<file path="config.mk">
export PLATFORM = sky130hd
export DESIGN_NAME = startup_delay_seq
export DESIGN_NICKNAME = d
export VERILOG_FILES = /design/src/rtl/startup_delay_pkg.sv /design/src/rtl/tick_sync.sv /design/src/rtl/seq_counter.sv /design/src/rtl/startup_delay_fsm.sv /design/src/rtl/startup_delay_seq.sv
export SDC_FILE = /design/constraint.sdc
export NUM_CORES = 1
export LEC_CHECK = 0
export BUFFER_PORTS_ARGS = -buffer_cell sky130_fd_sc_hd__buf_4
export CAP_MARGIN = 10
export CORE_MARGIN = 2
export CORE_UTILIZATION = 45
export DETAILED_ROUTE_END_ITERATION = 7
export HOLD_SLACK_MARGIN = 0.15
export REMOVE_ABC_BUFFERS = 1
export SLEW_MARGIN = 30
export SYNTH_ARGS = -nofsm -noshare
export SYNTH_HDL_FRONTEND = slang
export SYNTH_HIERARCHICAL = 1
export SYNTH_SLANG_ARGS = --single-unit
</file>
<file path="constraint.sdc">
create_clock -name clk -period 3 [get_ports clk]
set_input_delay 0.45 -clock clk [delete_from_list [all_inputs] [get_ports clk]]
set_output_delay 0.45 -clock clk [all_outputs]
set_load 0.01 [all_outputs]
</file>
<file path="src/rtl/startup_delay_pkg.sv">
package startup_delay_pkg;

  typedef enum logic [2:0] {
    ST_CYC  = 3'd0,
    ST_TICK = 3'd1,
    ST_RUN  = 3'd2,
    ST_PD   = 3'd3,
    ST_WAKE = 3'd4
  } seq_state_t;

  // Number of oscillator ticks that follow the clock phase; 0 means none.
  // The reserved code falls back to the longest wait.
  function automatic int unsigned tick_limit(input logic [1:0] code,
                                             input int unsigned short_n,
                                             input int unsigned long_n);
    case (code)
      2'b00:   return 0;
      2'b01:   return short_n;
      default: return long_n;
    endcase
  endfunction

  function automatic logic reset_released(input seq_state_t st);
    return (st == ST_RUN) || (st == ST_PD) || (st == ST_WAKE);
  endfunction

endpackage

</file>
<file path="src/rtl/tick_sync.sv">
module tick_sync #(
  parameter int STAGES = 2
) (
  input  logic clk,
  input  logic rst_n,
  input  logic raw_tick,
  output logic tick_edge
);
  localparam int LAST = STAGES - 1;

  logic [STAGES-1:0] stage_q;
  logic              prev_q;

  generate
    for (genvar i = 0; i < STAGES; i++) begin : g_stage
      if (i == 0) begin : g_first
        always_ff @(posedge clk or negedge rst_n) begin
          if (!rst_n) stage_q[0] <= 1'b0;
          else        stage_q[0] <= raw_tick;
        end
      end else begin : g_next
        always_ff @(posedge clk or negedge rst_n) begin
          if (!rst_n) stage_q[i] <= 1'b0;
          else        stage_q[i] <= stage_q[i-1];
        end
      end
    end
  endgenerate

  always_ff @(posedge clk or negedge rst_n) begin
    if (!rst_n) prev_q <= 1'b0;
    else        prev_q <= stage_q[LAST];
  end

  assign tick_edge = stage_q[LAST] & ~prev_q;

  // a detected edge lasts exactly one cycle
  p_edge_single_r6: assert property (@(posedge clk) disable iff (!rst_n)
    tick_edge |=> !tick_edge);

endmodule

</file>
<file path="src/rtl/seq_counter.sv">
module seq_counter #(
  parameter int W = 14
) (
  input  logic         clk,
  input  logic         rst_n,
  input  logic         clr,
  input  logic         ld_one,
  input  logic         inc,
  output logic [W-1:0] value
);
  always_ff @(posedge clk or negedge rst_n) begin
    if (!rst_n)      value <= '0;
    else if (clr)    value <= '0;
    else if (ld_one) value <= W'(1);
    else if (inc)    value <= value + W'(1);
  end

  // the counter must never wrap
  p_no_wrap_r3: assert property (@(posedge clk) disable iff (!rst_n)
    (inc && !clr && !ld_one) |-> (value != '1));

endmodule

</file>
<file path="src/rtl/startup_delay_fsm.sv">
module startup_delay_fsm
  import startup_delay_pkg::*;
#(
  parameter int CYC_DELAY   = 14,
  parameter int WAKE_DELAY  = 6,
  parameter int TICKS_SHORT = 512,
  parameter int TICKS_LONG  = 8192,
  parameter int CNT_W       = 14
) (
  input  logic             clk,
  input  logic             rst_n,
  input  logic             hold,
  input  logic             wake,
  input  logic             tick_edge,
  input  logic [1:0]       code,
  input  logic [CNT_W-1:0] cnt,
  output logic             cnt_clr,
  output logic             cnt_ld_one,
  output logic             cnt_inc,
  output logic             released,
  output logic             running
);
  localparam logic [CNT_W-1:0] CYC_LAST  = CNT_W'(CYC_DELAY - 1);
  localparam logic [CNT_W-1:0] WAKE_LAST = CNT_W'(WAKE_DELAY - 1);

  seq_state_t       state_q, state_d;
  logic [1:0]       cfg_q;
  logic             cfg_load;
  logic [CNT_W-1:0] lim_cfg;
  logic             now_none;

  assign lim_cfg  = CNT_W'(tick_limit(cfg_q, TICKS_SHORT, TICKS_LONG));
  assign now_none = (tick_limit(code, TICKS_SHORT, TICKS_LONG) == 0);

  always_comb begin
    state_d    = state_q;
    cnt_clr    = 1'b0;
    cnt_ld_one = 1'b0;
    cnt_inc    = 1'b0;
    cfg_load   = 1'b0;
    if (hold) begin
      state_d = ST_CYC;
      cnt_clr = 1'b1;
    end else begin
      case (state_q)
        ST_CYC: begin
          if (cnt == CYC_LAST) begin
            cfg_load = 1'b1;
            cnt_clr  = 1'b1;
            state_d  = now_none ? ST_RUN : ST_TICK;
          end else begin
            cnt_inc = 1'b1;
          end
        end
        ST_TICK: begin
          if (tick_edge) begin
            if (cnt == lim_cfg - CNT_W'(1)) begin
              cnt_clr = 1'b1;
              state_d = ST_RUN;
            end else begin
              cnt_inc = 1'b1;
            end
          end
        end
        ST_RUN: begin
          if (wake) state_d = ST_PD;
        end
        ST_PD: begin
          if (!wake) begin
            cnt_ld_one = 1'b1;
            state_d    = ST_WAKE;
          end
        end
        ST_WAKE: begin
          if (wake) begin
            cnt_clr = 1'b1;
            state_d = ST_PD;
          end else if (cnt == WAKE_LAST) begin
            cnt_clr = 1'b1;
            state_d = ST_RUN;
          end else begin
            cnt_inc = 1'b1;
          end
        end
        default: begin
          cnt_clr = 1'b1;
          state_d = ST_CYC;
        end
      endcase
    end
  end

  always_ff @(posedge clk or negedge rst_n) begin
    if (!rst_n) begin
      state_q <= ST_CYC;
      cfg_q   <= 2'b11;
    end else begin
      state_q <= state_d;
      if (cfg_load) cfg_q <= code;
    end
  end

  assign released = reset_released(state_q);
  assign running  = (state_q == ST_RUN);

  // the tick count stays below the selected limit
  p_tick_bound_r4: assert property (@(posedge clk) disable iff (!rst_n)
    (state_q == ST_TICK) |-> (cnt < lim_cfg));

  // a hold sends the sequence back to its first cycle
  p_hold_restart_r7: assert property (@(posedge clk) disable iff (!rst_n)
    hold |=> (state_q == ST_CYC && cnt == '0));

  // the wake path never enters the tick phase
  p_wake_no_tick_r9: assert property (@(posedge clk) disable iff (!rst_n)
    (state_q == ST_PD || state_q == ST_WAKE) |=> (state_q != ST_TICK));

  // power-down is unreachable while still counting
  p_wake_ignored_r10: assert property (@(posedge clk) disable iff (!rst_n)
    (state_q == ST_CYC || state_q == ST_TICK) |=> (state_q != ST_PD));

  // the clock phase never lasts longer than its count
  p_cyc_bound_r2: assert property (@(posedge clk) disable iff (!rst_n)
    (state_q == ST_CYC) |-> (cnt <= CYC_LAST));

endmodule

</file>
<file path="src/rtl/startup_delay_seq.sv">
module startup_delay_seq #(
  parameter int CYC_DELAY   = 14,
  parameter int WAKE_DELAY  = 6,
  parameter int TICKS_SHORT = 512,
  parameter int TICKS_LONG  = 8192,
  parameter int SYNC_STAGES = 2
) (
  input  logic       clk,
  input  logic       rst_ext_n,
  input  logic       wdt_tick,
  input  logic       wake_req,
  input  logic       clk_hold,
  input  logic [1:0] delay_code,
  output logic       sys_rst_n,
  output logic       ready
);
  localparam int MAX_A = (TICKS_LONG > TICKS_SHORT) ? TICKS_LONG : TICKS_SHORT;
  localparam int MAX_B = (CYC_DELAY > WAKE_DELAY) ? CYC_DELAY : WAKE_DELAY;
  localparam int MAX_N = (MAX_A > MAX_B) ? MAX_A : MAX_B;
  localparam int CNT_W = $clog2(MAX_N + 1);

  logic             tick_edge;
  logic             cnt_clr, cnt_ld_one, cnt_inc;
  logic [CNT_W-1:0] cnt;
  logic             released, running;

  tick_sync #(.STAGES(SYNC_STAGES)) u_sync (
    .clk      (clk),
    .rst_n    (rst_ext_n),
    .raw_tick (wdt_tick),
    .tick_edge(tick_edge)
  );

  seq_counter #(.W(CNT_W)) u_cnt (
    .clk   (clk),
    .rst_n (rst_ext_n),
    .clr   (cnt_clr),
    .ld_one(cnt_ld_one),
    .inc   (cnt_inc),
    .value (cnt)
  );

  startup_delay_fsm #(
    .CYC_DELAY  (CYC_DELAY),
    .WAKE_DELAY (WAKE_DELAY),
    .TICKS_SHORT(TICKS_SHORT),
    .TICKS_LONG (TICKS_LONG),
    .CNT_W      (CNT_W)
  ) u_fsm (
    .clk       (clk),
    .rst_n     (rst_ext_n),
    .hold      (clk_hold),
    .wake      (wake_req),
    .tick_edge (tick_edge),
    .code      (delay_code),
    .cnt       (cnt),
    .cnt_clr   (cnt_clr),
    .cnt_ld_one(cnt_ld_one),
    .cnt_inc   (cnt_inc),
    .released  (released),
    .running   (running)
  );

  assign sys_rst_n = rst_ext_n & ~clk_hold & released;
  assign ready     = rst_ext_n & ~clk_hold & running;

  // ready is only seen with the reset released
  p_ready_needs_release_r8: assert property (@(posedge clk) disable iff (!rst_ext_n)
    ready |-> sys_rst_n);

  // a hold always keeps the reset asserted
  p_hold_blocks_r7: assert property (@(posedge clk) disable iff (!rst_ext_n)
    clk_hold |-> (!sys_rst_n && !ready));

  // immediate check that the external reset dominates
  always_comb begin
    if (!rst_ext_n) p_ext_reset_r1: assert (!sys_rst_n && !ready);
  end

endmodule

</file>
==> impl_metrics.xml <==
<?xml version="1.0" encoding="UTF-8"?>
<metrics>
  <group name="run_status">
    <metric name="status" unit="">complete, but fails checks</metric>
    <metric name="violations" unit="">design-rule violations</metric>
  </group>
  <group name="clock_tree">
    <metric name="numCtsBuffers" unit="">3</metric>
    <metric name="clk_path_buf_depth" unit="">2</metric>
    <metric name="cts_tree" unit="">done</metric>
    <metric name="cts.htree.levels" unit="">1</metric>
    <metric name="cts.sinks" unit="">22</metric>
    <metric name="post_cts_resize_count" unit="">0</metric>
    <metric name="post_cts.repair.setup_buffers" unit="">0</metric>
    <metric name="clock-root-buffer" unit="">sky130_fd_sc_hd__clkbuf_4</metric>
    <metric name="worst_skew_pair.late_latency" unit="ns">0.31</metric>
    <metric name="clk_pin_slew_worst_paths" unit="ns">0.12</metric>
  </group>
  <group name="layout">
    <metric name="layout.cells.most_common_list" unit="">20 x sky130_fd_sc_hd__dfrtp_1, 14 x sky130_fd_sc_hd__nor2_1, 11 x sky130_fd_sc_hd__buf_4</metric>
    <metric name="drive_above_1_share" unit="%">16.3</metric>
    <metric name="final_core_util" unit="%">53.5</metric>
    <metric name="final_common_cell" unit="">sky130_fd_sc_hd__dfrtp_1</metric>
    <metric name="stdcell_area" unit="sq um">1500</metric>
    <metric name="final-instance-count-excl-fill" unit="">191</metric>
    <metric name="finalNetCount" unit="">169</metric>
    <metric name="final_antenna_diode_count" unit="">0</metric>
    <metric name="fillers" unit="">263</metric>
    <metric name="layout-area-overhead-vs-synth" unit="%">10.8</metric>
  </group>
  <group name="sta">
    <metric name="finalClockSkew" unit="ns">0.0123</metric>
    <metric name="setup_total_negative_slack" unit="ns">0</metric>
    <metric name="finalSetupViolCount" unit="">0</metric>
    <metric name="hold_ws" unit="ns">0.231</metric>
    <metric name="grt_setup_unrepaired" unit="">no</metric>
    <metric name="hold_viol" unit="">0</metric>
    <metric name="timing.slew.headroom" unit="%">70.8</metric>
    <metric name="drv_slew" unit="">0</metric>
    <metric name="postLayoutSetupSlackWorst" unit="ns">0.274</metric>
    <metric name="timing.fmax" unit="MHz">367</metric>
    <metric name="layout_min_cycle_time" unit="ns">2.73</metric>
    <metric name="worst_slew_pin_slew" unit="ns">0.439</metric>
    <metric name="layout_worst_path_cycle_share" unit="%">90.9</metric>
  </group>
  <group name="synth">
    <metric name="synth.ff_latch_count" unit="">22</metric>
    <metric name="synth.distinct_cells" unit="">42</metric>
    <metric name="number_of_instances_in_the_synthesized_netlist" unit="">149</metric>
    <metric name="yosys-top-cells-area" unit="">sky130_fd_sc_hd__dfrtp_1 37%, sky130_fd_sc_hd__dfstp_2 3.9%, sky130_fd_sc_hd__nor2_1 3.9%, sky130_fd_sc_hd__nand4_1 3.7%, sky130_fd_sc_hd__xnor2_1 3.2%</metric>
    <metric name="yosys_top_cell_by_area" unit="">sky130_fd_sc_hd__dfrtp_1</metric>
    <metric name="post_synth_instance_area" unit="sq um">1360</metric>
    <metric name="combinational_family_with_the_most_area_after_synthesis" unit="">simple AND/OR/NAND/NOR gates</metric>
    <metric name="synth_seq_area_share" unit="%">40.8</metric>
    <metric name="netlist.area_leader.share" unit="%">36.9</metric>
    <metric name="synth.avg_cell_area" unit="sq um">9.09</metric>
    <metric name="post_synth_mux_area_share" unit="%">3.23</metric>
    <metric name="post_synthesis_xor_xnor_area_fraction" unit="%">6.46</metric>
    <metric name="synth_simple_gate_area_share" unit="%">32.5</metric>
    <metric name="synth.yosys.warnings" unit="">6</metric>
    <metric name="synth-compound-area-share" unit="%">13.4</metric>
    <metric name="synth_fa_ha_area_share" unit="%">0.923</metric>
  </group>
  <group name="detailed_routing">
    <metric name="wl_met3" unit="um">96</metric>
    <metric name="detail_route.wirelength" unit="mm">2.79</metric>
    <metric name="detail-route-antenna-nets" unit="">0</metric>
    <metric name="routedLengthMet1" unit="mm">1.35</metric>
    <metric name="drc_errors_left" unit="">2</metric>
    <metric name="via_per_inst" unit="">5.81</metric>
    <metric name="drt-pass1-iter-count" unit="">6</metric>
    <metric name="detailroute.wirelength.met2" unit="mm">1.30</metric>
    <metric name="route.top_layer_used" unit="">met4</metric>
    <metric name="vias" unit="">1110</metric>
    <metric name="detail_route.wl_per_cell" unit="um">14.6</metric>
    <metric name="drtIter0Drc" unit="">60</metric>
  </group>
  <group name="power_and_ir_drop">
    <metric name="powerDensity" unit="nW/um^2">342</metric>
    <metric name="leakage" unit="nW">0.618</metric>
    <metric name="worst_ir_drop_vdd" unit="uV">240</metric>
    <metric name="finalPower" unit="mW">0.514</metric>
  </group>
  <group name="floorplan">
    <metric name="dieWidth" unit="um">58.9</metric>
    <metric name="num_rows" unit="">19</metric>
    <metric name="start_util" unit="%">48.3</metric>
    <metric name="core_region_area" unit="sq um">2810</metric>
    <metric name="die_area" unit="sq um">3470</metric>
    <metric name="dieHeight" unit="um">58.9</metric>
    <metric name="io_pins" unit="">9</metric>
  </group>
  <group name="hold_path">
    <metric name="min_path_type" unit="">primary input to flip-flop</metric>
    <metric name="hold_path_startpoint" unit="">wdt_tick</metric>
  </group>
  <group name="placed_design">
    <metric name="port_buffers" unit="">8</metric>
    <metric name="dp_hpwl" unit="mm">2.03</metric>
    <metric name="place_congestion" unit="">0.783</metric>
    <metric name="dp_slack" unit="ns">0.334</metric>
    <metric name="placedCellCount" unit="">186</metric>
    <metric name="post_place_cell_area" unit="sq um">1460</metric>
  </group>
  <group name="critical_path">
    <metric name="crit_path_start" unit="">u_cnt/value[4]</metric>
    <metric name="critPathCaptureType" unit="">flip-flop</metric>
    <metric name="crit_path_max_fanout" unit="">6</metric>
    <metric name="r2r_start" unit="">u_cnt/value[4]</metric>
    <metric name="worst_ep_arrival_time" unit="ns">2.98</metric>
    <metric name="crit_path_class" unit="">flip-flop to flip-flop</metric>
    <metric name="start_kind" unit="">flip-flop</metric>
    <metric name="cp.required" unit="ns">3.25</metric>
  </group>
  <group name="grt">
    <metric name="initial_antenna_violation_count" unit="">0</metric>
    <metric name="grt_start_max_net_pins" unit="">25</metric>
    <metric name="grt_pass1_wl" unit="mm">4.89</metric>
    <metric name="grt_overflow_total" unit="">0</metric>
    <metric name="grt_pass1_vias" unit="">1048</metric>
    <metric name="globalRouteTotalUtil" unit="%">18.5</metric>
  </group>
  <group name="job">
    <metric name="drv.max_cap_violation_count" unit="">0</metric>
  </group>
</metrics>
## area by class of cell
type	count	area (sq um)	share of cell area, %
Multi-Input combinational cell	118	766	51.0
Sequential cell	22	553	36.8
Timing Repair Buffer	12	92.6	6.17
Tap cell	31	38.8	2.58
Clock buffer	4	36.3	2.42
Inverter	4	15.0	1.00
## synth_stat cells, drive strengths merged
library cell	count
nor4	5
nand4	8
nor3b	1
nor2	14
dfstp	2
dfrtp	20
o31ai	1
nand3	6
o2111ai	1
o22ai	1
ha	1
and4	1
buf	2
mux2i	1
o41ai	1
a22oi	1
nor2b	2
or3	6
nor3	6
a211o	1
and3	4
a21oi	8
a21o	1
and3b	3
inv	4
nor4b	1
a31o	1
and2	3
o211ai	2
o21ai	7
clkbuf	3
nand2	9
a2111oi	1
nand2b	6
xor2	5
xnor2	5
or2	2
mux2	3
## critical path, stage by stage, from the launching register on
cell and delay [ns]:
sky130_fd_sc_hd__dfrtp_1 0.45, sky130_fd_sc_hd__nor4_1 0.43, sky130_fd_sc_hd__nand4_1 0.20, sky130_fd_sc_hd__or3_1 0.34
sky130_fd_sc_hd__a31o_1 0.22, sky130_fd_sc_hd__nand2_1 0.09, sky130_fd_sc_hd__nor3_1 0.09, sky130_fd_sc_hd__or3_4 0.36
sky130_fd_sc_hd__or3_1 0.35, sky130_fd_sc_hd__a21oi_1 0.14
## logic make-up after synthesis
kind of cell | Yosys count
and+or+nand+nor | 77
AOI/OAI and AO/OA | 26
DFF | 22
xor gates and xnor gates | 10
buffers and inverters | 9
muxes | 4
adders and majority gates | 1
## state kept, by name, indices dropped and copies added (netlist names)
name	flops
u_sync/prev_q	1
u_sync/stage_q	2
u_cnt/value	14
u_fsm/cfg_q	2
u_fsm/state_q	3
## routing by layer
metal / up-vias / global-route usage (%)
met2: 12 / 29.5
li1: 567 / -
met5: - / 0
met3: 5 / 4.84
met1: 526 / 24.5
met4: 0 / 5.84
## final timing paths
| check | cells after the start | slack (ns) | endpoint |
|---|---|---|---|
| min reg2reg | 0 | 0.37 | u_sync/stage_q[1] |
| max reg2reg | 9 | 0.27 | u_cnt/value[13] |
| min | 1 | 0.23 | u_sync/stage_q[0] |
| min in group asynchronous | 2 | 0.55 | u_fsm/state_q[0] |
| max | 9 | 0.27 | u_cnt/value[13] |
| max in group asynchronous | 2 | 2.18 | u_fsm/cfg_q[1] |
## what timing repair did
item                                    in CTS  in global routing
hold endpoints to repair                    20                  0
hold buffers                                 1                  0
endpoints found under the setup margin       0                  0
## power by group
group          internal (mW)  total [mW]  switching, mW
Sequential             0.304       0.312        0.00781
Clock                 0.0742       0.162         0.0878
Combinational         0.0180      0.0403         0.0223
Total                  0.396       0.514          0.118
Power figures use the tool's default switching activity.
